### config.mk
export PLATFORM = sky130hd
export DESIGN_NAME = crt_raster_timer
export DESIGN_NICKNAME = d
export VERILOG_FILES = /design/src/rtl/rtc_pkg.sv /design/src/rtl/rtc_regs.sv /design/src/rtl/rtc_ctrl.sv /design/src/rtl/rtc_datapath.sv /design/src/rtl/crt_raster_timer.sv
export SDC_FILE = /design/constraint.sdc
export NUM_CORES = 1
export LEC_CHECK = 0
export BUFFER_PORTS_ARGS = -buffer_cell sky130_fd_sc_hd__buf_2
export CAP_MARGIN = 10
export CORE_UTILIZATION = 56
export CTS_BUF_LIST = sky130_fd_sc_hd__clkbuf_4 sky130_fd_sc_hd__clkbuf_8
export DETAILED_ROUTE_END_ITERATION = 10
export GPL_TIMING_DRIVEN = 0
export PLACE_DENSITY = 0.85
export RECOVER_POWER = 50
export SLEW_MARGIN = 5
export SYNTH_ARGS = -nofsm -noshare
export SYNTH_HDL_FRONTEND = slang
export SYNTH_SLANG_ARGS = --single-unit
### constraint.sdc
create_clock -name clk -period 3.6 [get_ports clk]
set_clock_uncertainty 0.2 [all_clocks]
set_input_delay 0.72 -clock clk [delete_from_list [all_inputs] [get_ports clk]]
set_output_delay 0.72 -clock clk [all_outputs]
set_load 0.01 [all_outputs]
### src/rtl/rtc_pkg.sv
package rtc_pkg;
  localparam int ADDR_W  = 14;
  localparam int RA_W    = 5;
  localparam int HC_W    = 8;
  localparam int VR_W    = 7;
  localparam int DATA_W  = 8;
  localparam int IDX_W   = 5;
  localparam int SW_W    = 4;
  localparam int FRAME_W = 5;
  localparam int FAST_BIT = 3;
  localparam int SLOW_BIT = 4;

  localparam logic [IDX_W-1:0] REG_HTOTAL   = 5'd0;
  localparam logic [IDX_W-1:0] REG_HDISP    = 5'd1;
  localparam logic [IDX_W-1:0] REG_HSYNC    = 5'd2;
  localparam logic [IDX_W-1:0] REG_SYNCW    = 5'd3;
  localparam logic [IDX_W-1:0] REG_VTOTAL   = 5'd4;
  localparam logic [IDX_W-1:0] REG_VADJ     = 5'd5;
  localparam logic [IDX_W-1:0] REG_VDISP    = 5'd6;
  localparam logic [IDX_W-1:0] REG_VSYNC    = 5'd7;
  localparam logic [IDX_W-1:0] REG_MODE     = 5'd8;
  localparam logic [IDX_W-1:0] REG_MAXSCAN  = 5'd9;
  localparam logic [IDX_W-1:0] REG_CURTOP   = 5'd10;
  localparam logic [IDX_W-1:0] REG_CURBOT   = 5'd11;
  localparam logic [IDX_W-1:0] REG_STARTHI  = 5'd12;
  localparam logic [IDX_W-1:0] REG_STARTLO  = 5'd13;
  localparam logic [IDX_W-1:0] REG_CURHI    = 5'd14;
  localparam logic [IDX_W-1:0] REG_CURLO    = 5'd15;
  localparam logic [IDX_W-1:0] REG_PENHI    = 5'd16;
  localparam logic [IDX_W-1:0] REG_PENLO    = 5'd17;

  typedef enum logic [1:0] {
    BLINK_STEADY = 2'd0,
    BLINK_OFF    = 2'd1,
    BLINK_FAST   = 2'd2,
    BLINK_SLOW   = 2'd3
  } blink_e;

  typedef struct packed {
    logic [HC_W-1:0]  hTotal;
    logic [HC_W-1:0]  hDisp;
    logic [HC_W-1:0]  hSyncPos;
    logic [SW_W-1:0]  hSyncWidth;
    logic [SW_W-1:0]  vSyncWidth;
    logic [VR_W-1:0]  vTotal;
    logic [RA_W-1:0]  vAdjust;
    logic [VR_W-1:0]  vDisp;
    logic [VR_W-1:0]  vSyncRow;
    logic             interlace;
    logic [RA_W-1:0]  maxScan;
    blink_e           blinkMode;
  } rtcTiming_t;

  typedef struct packed {
    logic [ADDR_W-1:0] startAddr;
    logic [ADDR_W-1:0] cursorAddr;
    logic [RA_W-1:0]   curTop;
    logic [RA_W-1:0]   curBot;
  } rtcAddr_t;

  typedef struct packed {
    logic rowAdvance;
    logic frameReload;
  } rtcStrobe_t;
endpackage

### src/rtl/rtc_regs.sv
module rtc_regs
  import rtc_pkg::*;
(
  input  logic              clk,
  input  logic              rstN,
  input  logic              busCs,
  input  logic              busRs,
  input  logic              busRw,
  input  logic              busEn,
  input  logic [DATA_W-1:0] busDin,
  output logic [DATA_W-1:0] busDout,
  input  logic [ADDR_W-1:0] penAddr,
  output rtcTiming_t        timing,
  output rtcAddr_t          addrCfg
);
  localparam int HI_W = ADDR_W - 8;

  logic [IDX_W-1:0]  idx;
  logic [DATA_W-1:0] regRead;
  logic              writeStb;
  logic              readStb;

  assign writeStb = busEn && busCs && !busRw;
  assign readStb  = busEn && busCs && busRw && busRs;

  always_ff @(posedge clk or negedge rstN) begin
    if (!rstN) begin
      idx     <= '0;
      timing  <= '0;
      addrCfg <= '0;
    end else if (writeStb) begin
      if (!busRs) begin
        idx <= busDin[IDX_W-1:0];
      end else begin
        case (idx)
          REG_HTOTAL:  timing.hTotal   <= busDin;
          REG_HDISP:   timing.hDisp    <= busDin;
          REG_HSYNC:   timing.hSyncPos <= busDin;
          REG_SYNCW: begin
            timing.hSyncWidth <= busDin[SW_W-1:0];
            timing.vSyncWidth <= busDin[2*SW_W-1:SW_W];
          end
          REG_VTOTAL:  timing.vTotal    <= busDin[VR_W-1:0];
          REG_VADJ:    timing.vAdjust   <= busDin[RA_W-1:0];
          REG_VDISP:   timing.vDisp     <= busDin[VR_W-1:0];
          REG_VSYNC:   timing.vSyncRow  <= busDin[VR_W-1:0];
          REG_MODE:    timing.interlace <= busDin[0];
          REG_MAXSCAN: timing.maxScan   <= busDin[RA_W-1:0];
          REG_CURTOP: begin
            addrCfg.curTop   <= busDin[RA_W-1:0];
            timing.blinkMode <= blink_e'(busDin[RA_W+1:RA_W]);
          end
          REG_CURBOT:  addrCfg.curBot <= busDin[RA_W-1:0];
          REG_STARTHI: addrCfg.startAddr[ADDR_W-1:8]  <= busDin[HI_W-1:0];
          REG_STARTLO: addrCfg.startAddr[7:0]         <= busDin;
          REG_CURHI:   addrCfg.cursorAddr[ADDR_W-1:8] <= busDin[HI_W-1:0];
          REG_CURLO:   addrCfg.cursorAddr[7:0]        <= busDin;
          default: ;
        endcase
      end
    end
  end

  always_comb begin
    regRead = '0;
    case (idx)
      REG_HTOTAL:  regRead = timing.hTotal;
      REG_HDISP:   regRead = timing.hDisp;
      REG_HSYNC:   regRead = timing.hSyncPos;
      REG_SYNCW:   regRead = {timing.vSyncWidth, timing.hSyncWidth};
      REG_VTOTAL:  regRead = {{(DATA_W-VR_W){1'b0}}, timing.vTotal};
      REG_VADJ:    regRead = {{(DATA_W-RA_W){1'b0}}, timing.vAdjust};
      REG_VDISP:   regRead = {{(DATA_W-VR_W){1'b0}}, timing.vDisp};
      REG_VSYNC:   regRead = {{(DATA_W-VR_W){1'b0}}, timing.vSyncRow};
      REG_MODE:    regRead = {{(DATA_W-1){1'b0}}, timing.interlace};
      REG_MAXSCAN: regRead = {{(DATA_W-RA_W){1'b0}}, timing.maxScan};
      REG_CURTOP:  regRead = {{(DATA_W-RA_W-2){1'b0}}, timing.blinkMode, addrCfg.curTop};
      REG_CURBOT:  regRead = {{(DATA_W-RA_W){1'b0}}, addrCfg.curBot};
      REG_STARTHI: regRead = {{(DATA_W-HI_W){1'b0}}, addrCfg.startAddr[ADDR_W-1:8]};
      REG_STARTLO: regRead = addrCfg.startAddr[7:0];
      REG_CURHI:   regRead = {{(DATA_W-HI_W){1'b0}}, addrCfg.cursorAddr[ADDR_W-1:8]};
      REG_CURLO:   regRead = addrCfg.cursorAddr[7:0];
      REG_PENHI:   regRead = {{(DATA_W-HI_W){1'b0}}, penAddr[ADDR_W-1:8]};
      REG_PENLO:   regRead = penAddr[7:0];
      default:     regRead = '0;
    endcase
  end

  assign busDout = readStb ? regRead : '0;

  // an index write is visible on the following clock
  a_r2_index_load: assert property (@(posedge clk) disable iff (!rstN)
    (writeStb && !busRs) |=> (idx == $past(busDin[IDX_W-1:0])));
endmodule

### src/rtl/rtc_ctrl.sv
module rtc_ctrl
  import rtc_pkg::*;
(
  input  logic            clk,
  input  logic            rstN,
  input  rtcTiming_t      timing,
  output logic [HC_W-1:0] hCount,
  output logic [RA_W-1:0] scan,
  output logic            displayEnable,
  output logic            hSync,
  output logic            vSync,
  output logic            blinkOn,
  output rtcStrobe_t      strobe
);
  logic [VR_W-1:0]    row;
  logic               inAdjust;
  logic               field;
  logic [FRAME_W-1:0] frameCount;
  logic               vsActive;
  logic [SW_W-1:0]    vsLeft;

  logic lineEnd, lastScan, rowEnd, frameEnd, enterAdjust;
  logic oddField, vsTrig, syncLine;
  logic [HC_W:0] hDiff;

  assign lineEnd     = (hCount == timing.hTotal);
  assign lastScan    = (scan == timing.maxScan);
  assign rowEnd      = lineEnd && !inAdjust && lastScan;
  assign frameEnd    = lineEnd && (inAdjust ? (scan == timing.vAdjust - RA_W'(1))
                                            : (lastScan && row == timing.vTotal && timing.vAdjust == '0));
  assign enterAdjust = rowEnd && (row == timing.vTotal) && (timing.vAdjust != '0);

  assign strobe.rowAdvance  = rowEnd && !frameEnd;
  assign strobe.frameReload = frameEnd;

  always_ff @(posedge clk or negedge rstN) begin
    if (!rstN) begin
      hCount     <= '0;
      scan       <= '0;
      row        <= '0;
      inAdjust   <= 1'b0;
      field      <= 1'b0;
      frameCount <= '0;
    end else begin
      hCount <= lineEnd ? '0 : hCount + HC_W'(1);
      if (frameEnd) begin
        row        <= '0;
        scan       <= '0;
        inAdjust   <= 1'b0;
        field      <= timing.interlace ? !field : 1'b0;
        frameCount <= frameCount + FRAME_W'(1);
      end else if (enterAdjust) begin
        inAdjust <= 1'b1;
        scan     <= '0;
      end else if (rowEnd) begin
        scan <= '0;
        row  <= row + VR_W'(1);
      end else if (lineEnd) begin
        scan <= scan + RA_W'(1);
      end
    end
  end

  // vertical sync: edges land on the line start, or mid-line in odd fields
  assign oddField = field && timing.interlace;
  assign vsTrig   = oddField ? (hCount == (timing.hTotal >> 1)) : (hCount == '0);
  assign syncLine = !inAdjust && (row == timing.vSyncRow) && (scan == '0);

  always_ff @(posedge clk or negedge rstN) begin
    if (!rstN) begin
      vsActive <= 1'b0;
      vsLeft   <= '0;
    end else if (vsTrig) begin
      if (vsActive) begin
        if (vsLeft <= SW_W'(1)) vsActive <= 1'b0;
        else                    vsLeft   <= vsLeft - SW_W'(1);
      end else if (syncLine && timing.vSyncWidth != '0) begin
        vsActive <= 1'b1;
        vsLeft   <= timing.vSyncWidth;
      end
    end
  end

  assign vSync = vsActive;

  assign hDiff = {1'b0, hCount} - {1'b0, timing.hSyncPos};
  assign hSync = (hCount >= timing.hSyncPos) &&
                 (hDiff < {{(HC_W+1-SW_W){1'b0}}, timing.hSyncWidth});

  assign displayEnable = (hCount < timing.hDisp) && (row < timing.vDisp) && !inAdjust;

  always_comb begin
    case (timing.blinkMode)
      BLINK_STEADY: blinkOn = 1'b1;
      BLINK_OFF:    blinkOn = 1'b0;
      BLINK_FAST:   blinkOn = !frameCount[FAST_BIT];
      BLINK_SLOW:   blinkOn = !frameCount[SLOW_BIT];
      default:      blinkOn = 1'b0;
    endcase
  end

  // the line counter restarts after the last character
  a_r3_line_wrap: assert property (@(posedge clk) disable iff (!rstN)
    lineEnd |=> (hCount == '0));
  // a frame end returns to the first scan line of row 0
  a_r5_frame_restart: assert property (@(posedge clk) disable iff (!rstN)
    frameEnd |=> (row == '0 && scan == '0 && !inAdjust));
  // vsync only starts at a trigger point on the sync row
  a_r7_vsync_start: assert property (@(posedge clk) disable iff (!rstN)
    $rose(vSync) |-> $past(vsTrig && syncLine));
endmodule

### src/rtl/rtc_datapath.sv
module rtc_datapath
  import rtc_pkg::*;
(
  input  logic              clk,
  input  logic              rstN,
  input  rtcAddr_t          addrCfg,
  input  logic [HC_W-1:0]   rowStride,
  input  rtcStrobe_t        strobe,
  input  logic [HC_W-1:0]   hCount,
  input  logic [RA_W-1:0]   scan,
  input  logic              displayEnable,
  input  logic              blinkOn,
  input  logic              penStrobe,
  output logic [ADDR_W-1:0] refAddr,
  output logic              cursorOut,
  output logic [ADDR_W-1:0] penAddr
);
  logic [ADDR_W-1:0] rowStart;
  logic              penPrev;
  logic              penCapture;

  always_ff @(posedge clk or negedge rstN) begin
    if (!rstN) begin
      rowStart <= '0;
    end else if (strobe.frameReload) begin
      rowStart <= addrCfg.startAddr;
    end else if (strobe.rowAdvance) begin
      rowStart <= rowStart + {{(ADDR_W-HC_W){1'b0}}, rowStride};
    end
  end

  assign refAddr = rowStart + {{(ADDR_W-HC_W){1'b0}}, hCount};

  assign cursorOut = displayEnable && blinkOn && (refAddr == addrCfg.cursorAddr) &&
                     (scan >= addrCfg.curTop) && (scan <= addrCfg.curBot);

  assign penCapture = penStrobe && !penPrev;

  always_ff @(posedge clk or negedge rstN) begin
    if (!rstN) begin
      penPrev <= 1'b0;
      penAddr <= '0;
    end else begin
      penPrev <= penStrobe;
      if (penCapture) penAddr <= refAddr + ADDR_W'(2);
    end
  end

  // frame start takes the programmed start address
  a_r6_row_reload: assert property (@(posedge clk) disable iff (!rstN)
    strobe.frameReload |=> (rowStart == $past(addrCfg.startAddr)));
  // the pen register holds the address two beyond the sampled one
  a_r11_pen_offset: assert property (@(posedge clk) disable iff (!rstN)
    penCapture |=> (penAddr == $past(refAddr) + ADDR_W'(2)));
endmodule

### src/rtl/crt_raster_timer.sv
module crt_raster_timer
  import rtc_pkg::*;
(
  input  logic              clk,
  input  logic              rstN,
  input  logic              busCs,
  input  logic              busRs,
  input  logic              busRw,
  input  logic              busEn,
  input  logic [DATA_W-1:0] busDin,
  output logic [DATA_W-1:0] busDout,
  input  logic              penStrobe,
  output logic              hSync,
  output logic              vSync,
  output logic              displayEnable,
  output logic              cursor,
  output logic [ADDR_W-1:0] refreshAddr,
  output logic [RA_W-1:0]   rowAddr
);
  rtcTiming_t        timing;
  rtcAddr_t          addrCfg;
  rtcStrobe_t        strobe;
  logic [HC_W-1:0]   hCount;
  logic              blinkOn;
  logic [ADDR_W-1:0] penAddr;

  rtc_regs u_regs (
    .clk(clk), .rstN(rstN), .busCs(busCs), .busRs(busRs), .busRw(busRw),
    .busEn(busEn), .busDin(busDin), .busDout(busDout), .penAddr(penAddr),
    .timing(timing), .addrCfg(addrCfg)
  );

  rtc_ctrl u_ctrl (
    .clk(clk), .rstN(rstN), .timing(timing), .hCount(hCount), .scan(rowAddr),
    .displayEnable(displayEnable), .hSync(hSync), .vSync(vSync),
    .blinkOn(blinkOn), .strobe(strobe)
  );

  rtc_datapath u_dp (
    .clk(clk), .rstN(rstN), .addrCfg(addrCfg), .rowStride(timing.hDisp),
    .strobe(strobe), .hCount(hCount), .scan(rowAddr),
    .displayEnable(displayEnable), .blinkOn(blinkOn), .penStrobe(penStrobe),
    .refAddr(refreshAddr), .cursorOut(cursor), .penAddr(penAddr)
  );
endmodule

# After elaboration in Yosys (flattened, before gate mapping)
# Index checks and enable logic that the tools add are counted.
[op_classes]
n_mux = 24
reduce_logical = 62
n_bitwise = 1
n_lt_le_gt_ge = 7
n_eq_ne = 29
n_addsub = 10
[ops]
columns = ["cell", "n"]
rows = [
  ["$pmux W8 S18", 1],
  ["$reduce_and A3 Y1", 17],
  ["$eq A5 B4 Y1 const B", 8],
  ["$add A14 B8 Y14", 2],
  ["$mux W14", 2],
  ["$logic_and A1 B1 Y1", 24],
  ["$mux W7", 3],
  ["$eq A5 B3 Y1 const B", 4],
  ["$mux W5", 4],
  ["$mux W8", 2],
  ["$logic_not A5 Y1", 3],
  ["$add A14 B2 Y14 const B", 1],
  ["$eq A14 B14 Y1", 1],
  ["$eq A7 B7 Y1", 2],
  ["$mux W4", 3],
  ["$add A5 B1 Y5 const B", 2],
  ["$eq A5 B2 Y1 const B", 2],
  ["$eq A5 B5 Y1", 2],
  ["$eq A5 B5 Y1 const B", 2],
  ["$lt A9 B4 Y1", 1],
  ["$sub A8 B8 Y9", 1],
  ["$add A8 B1 Y8 const B", 1],
  ["$eq A8 B7 Y1", 1],
  ["$eq A8 B8 Y1", 1],
  ["other kinds (24)", 43],
]
[word_totals]
reg_bits = 170
output_inout_bits = 31
elab_cells = 163
input_bits = 15

# Longest topological paths before layout
[depth]
ltp_word = 9
mapped_depth = 12
ltp_nobuf = 11

# Modules after synthesis
# Synthesis repeated with hierarchy kept, for this count alone.
[hier_totals]
hier_cells = 1081
area_unflattened_um2 = 11213.3
[modules_own_cells]
columns = ["module", "seq_area_each_um2", "n_inst", "area_per_inst_um2", "cells_per_inst"]
rows = [
  ["rtc_regs", 2727.6, 1, 5300.1, 402],
  ["rtc_ctrl", 800.8, 1, 3159.3, 355],
  ["rtc_datapath", 725.7, 1, 2753.9, 324],
]

# Worst setup path after synthesis
# OpenSTA, ideal clock, no wires.
[synth_path]
path_kind = "flip-flop to output port"
start = "reg u_ctrl.hCount[1]"
end = "out cursor"
n_path_buf = 0
setup_slack_ns = -0.496
arrival_time_ns = 3.176
required_time_ns = 2.680
path_stages_with_launch = 10
cell_sequence = "dfrtp_1 -> inv_1 -> fa_1 -> nand2b_1 -> a21o_1 -> a21oi_1 -> a21oi_1 -> xnor2_1 -> mux2_2 -> a2111oi_0"
[synth_via]
elab_chain_cells = 7
elab_cells_between_ends = 9
classes_between = "add/sub (1); order compare (1); eq/ne (1); reduce/logical (6)"
[synth_lines]
columns = ["element", "line_no", "rtl"]
rows = [
  ["from (decl)", "rtc_ctrl.sv:7", "output logic [HC_W-1:0] hCount,"],
  ["from (signal assigned)", "rtc_ctrl.sv:45", "hCount <= lineEnd ? '0 : hCount + HC_W'(1);"],
  ["parallel branches: the longest is 4 deep, another holds $add A14 B8 Y14", "n/a", ""],
  ["$logic_and A1 B1 Y1 * (2 in a row)", "rtc_datapath.sv:34", "assign cursorOut = displayEnable && blinkOn && (refAddr == addrCfg.cursorAddr) &&"],
  ["$logic_and A1 B1 Y1 *", "rtc_datapath.sv:35", "(scan >= addrCfg.curTop) && (scan <= addrCfg.curBot);"],
  ["to (decl)", "crt_raster_timer.sv:16", "output logic cursor,"],
]
# Mark *: on every way between the ends.

# Final worst setup path
[layout_path]
start = "reg u_ctrl.hCount[0]"
end = "out cursor"
# Same word-level chain as after synthesis.

==> flow_metrics.tcl <==
set metrics [dict create \
    status "finished with violations" \
    violations "max-capacitance violations, max-slew violations, negative setup slack" \
    regToRegSetupSlack_ns 0.09 \
    synth-edff-count 0 \
    synthFlopType "dfrtp_1" \
    grt_pass1_wl_um 55600 \
    gp_congestion 1.00 \
    ff2ff_path_depth 9 \
    final.setup.worst_slack_ns -0.890 \
    die_area_um2 20300 \
    synth_top_family_by_area "compound AO/OA/AOI/OAI gates" \
    ys_seq_area_share_pct 38.6 \
    whs_ns 0.186 \
    cts_sinks 170 \
    synth_cells 1135 \
    required_ns 2.68 \
    cp_data_arrival_time_ns 3.57 \
    synthXorXnorAreaFrac_pct 7.19 \
    instances_no_fill 1517 \
    portBuffers 43 \
    reg2reg_from "u_ctrl.hCount[6]" \
    grt_pass1_vias 9689 \
    avgSynthCellArea_um2 9.72 \
    relSlewSlack_pct -61.8 \
    ir_drop_v 0.000337 \
    drtIter0Drc 1112 \
    netlist_top_cells_area "dfrtp_1 (39%), mux2_2 (11%), ha_1 (6.8%), xnor2_1 (3.6%), xor2_1 (3.4%)" \
    cts_buffers 17 \
    fin_crit_sh_pct 125 \
    start_kind "flop" \
    rows 50 \
    tightest_slew_ns 2.43 \
    hold_path.class "in2reg" \
    finalHoldViolations 0 \
    cp-end-kind "primary output" \
    num_vias 10143 \
    dp.cells 1442 \
    cts_tree "yes" \
    antenna_found_initial 0 \
    pre_cts_slack_ns -0.692 \
    synth-compound-area-share_pct 16.1 \
    routedWlPerCell_um 24.2 \
    insertion_delay_ns 0.49 \
    synth_fa_ha_area_share_pct 7.35 \
    io_pins 46 \
    antenna_left 0 \
    synthMuxAreaShare_pct 12.0 \
    routed_via_density 6.69 \
    rsz0062_at_grt "yes" \
    gr-usage-all-layers_pct 37.1 \
    netlist.area_leader.share_pct 38.6 \
    htreeDepth 4 \
    ctsLongestPathBuffers 2 \
    postRouteWirelength_um 36700 \
    grt-ovfl-total 0 \
    crit_path_top_delay_cell "fa_2" \
    setup_tns_ns -2.01 \
    crit_chain "ha_2 -> inv_2 -> fa_2 -> xnor2_1 -> a311o_1 -> nor4_2 -> o2111ai_1 -> a311oi_1 -> nand4_1 -> a2111oi_2 -> buf_2" \
    drc_errors 0 \
    hpwl_um 26300 \
    start_util_pct 58.0 \
    drive_above_1_share_pct 27.8 \
    cellLeakagePower_nw 5.86 \
    synth.largest_area_cell "dfrtp_1" \
    die_w_um 142 \
    yosys_warnings 0 \
    syn_area_um2 11000 \
    max_stage_delay_ns 0.59 \
    min_period_ns 4.49 \
    synth-simple-area-share_pct 14.6 \
    cts-root-buf "clkbuf_8" \
    layout.nets 1321 \
    fmax_mhz 223 \
    syn_to_final_growth_pct 18.2 \
    async_reset_ff_share_pct 100 \
    syn_nets 1213 \
    power_density_nw_per_um2 596 \
    first_pass_iters 6 \
    synth_most_common_cell "dfrtp_1" \
    maxCapViolCount 1 \
    core_um2 19000 \
    path_clk_slew_ns 0.10 \
    hold_depth 1 \
    die_h_um 142 \
    finalSetupViolations 7 \
    synthDistinctLibCells 76 \
    final-max-slew-violation-count 97 \
    path_max_fanout 3 \
    hold_path_end "u_dp.penPrev" \
    min_from "penStrobe" \
    utilization_pct 68.6 \
    regToRegEndpoint "u_dp.rowStart[11]" \
    grt_max_degree 97 \
    crit_type "reg2out" \
    ys_top_cells_by_count "dfrtp_1 (170), mux2_2 (110), nand2_1 (89)" \
    synth_seq_cells 170 \
]
[report_power, final]
part / internal (mW) / switching, mW / total [mW] / leakage [nW]
Sequential: 2.24 / 0.453 / 2.70 / 2.26
Combinational: 1.53 / 2.08 / 3.61 / 3.39
Clock: 0.644 / 0.831 / 1.47 / 0.208
Total: 4.42 / 3.36 / 7.78 / 5.86
[layout by cell type (no fill, tap or decap), drive strengths merged, types with 45 or more instances in the layout]
cell type and count:
xnor2 45, ha 60, nor2 68, o21ai 45
mux2 110, clkbuf 65, dfrtp 170, inv 66
nand2 89, buf 100
[what timing repair did]
item | 4_1_cts | 5_1_grt
setup endpoints to repair | 47 | 39
resized for setup | 87 | 57
hold buffers | 0 | 0
buffers inserted | 29 | 23
pin swaps | 21 | 20
[worst max path at each step]
stage / slack, ns / endpoint / start / cells past startpoint
after CTS: -0.86 / cursor / u_ctrl.hCount[0] / 11
after global routing: -0.98 / cursor / u_ctrl.hCount[0] / 11
after detailed placement: -0.69 / cursor / u_ctrl.hCount[4] / 11
after floorplan: 0.01 / cursor / u_ctrl.hCount[1] / 9
final: -0.89 / cursor / u_ctrl.hCount[0] / 11
after global placement: -1.33 / u_ctrl.hCount[1] / rstN / 1
[critical path, delay by kind of cell, from the launching register on]
kind | cells | cell delay (ns)
flip-flops | 1 | 0.37
AND/OR/NAND/NOR | 2 | 0.43
XOR/XNOR | 1 | 0.09
buffers and inverters | 2 | 0.25
adder cells (fa/ha/maj) | 2 | 0.80
AO/OA/AOI/OAI | 4 | 1.14
[through the flow]
| step | power (mW) | cell area [um2] |
|---|---|---|
| detailed placement | 5.67 | 11700 |
| finish | 7.78 | 13000 |
| global placement | 5.53 | 11600 |
| global route | 8.17 | 13000 |
| floorplan | 4.68 | 11100 |
| CTS | 7.40 | 12700 |
[cells by family (layout without fill, tap and decap cells)]
logic type	after synthesis	in the layout
other	0	1
DFF	170	170
xor gates and xnor gates	89	89
AOI/OAI and AO/OA	252	252
muxes	119	119
buffers and inverters	123	244
and+or+nand+nor	319	319
adders and majority gates	63	63
[sequential cells by signal (all words and copies together) (netlist names), 4 cells and up]
name	flops
u_ctrl.hCount	8
u_ctrl.scan	5
u_ctrl.vsLeft	4
u_dp.rowStart	14
u_regs.addrCfg	38
u_ctrl.row	7
u_regs.timing	66
u_dp.penAddr	14
u_ctrl.frameCount	5
u_regs.idx	5
[area by class of cell]
type,instances,area [um2]
buffer,51,234
clock inverter,15,191
timing repair buffer,98,721
inverter,63,239
fill,1434,5970
tap,260,325
sequential,170,4260
antenna,1,2.50
clock buffer,17,234
multi-input combinational,842,6840
[layer usage]
layer	wire (um)	share of wire, %	track usage [%]
met4	2510	6.8	23.4
met5	0	0	0
met3	3230	8.8	7.71
met2	16800	46	59.1
met1	14200	39	46.2
No activity file was read; power rests on OpenSTA's default activity.
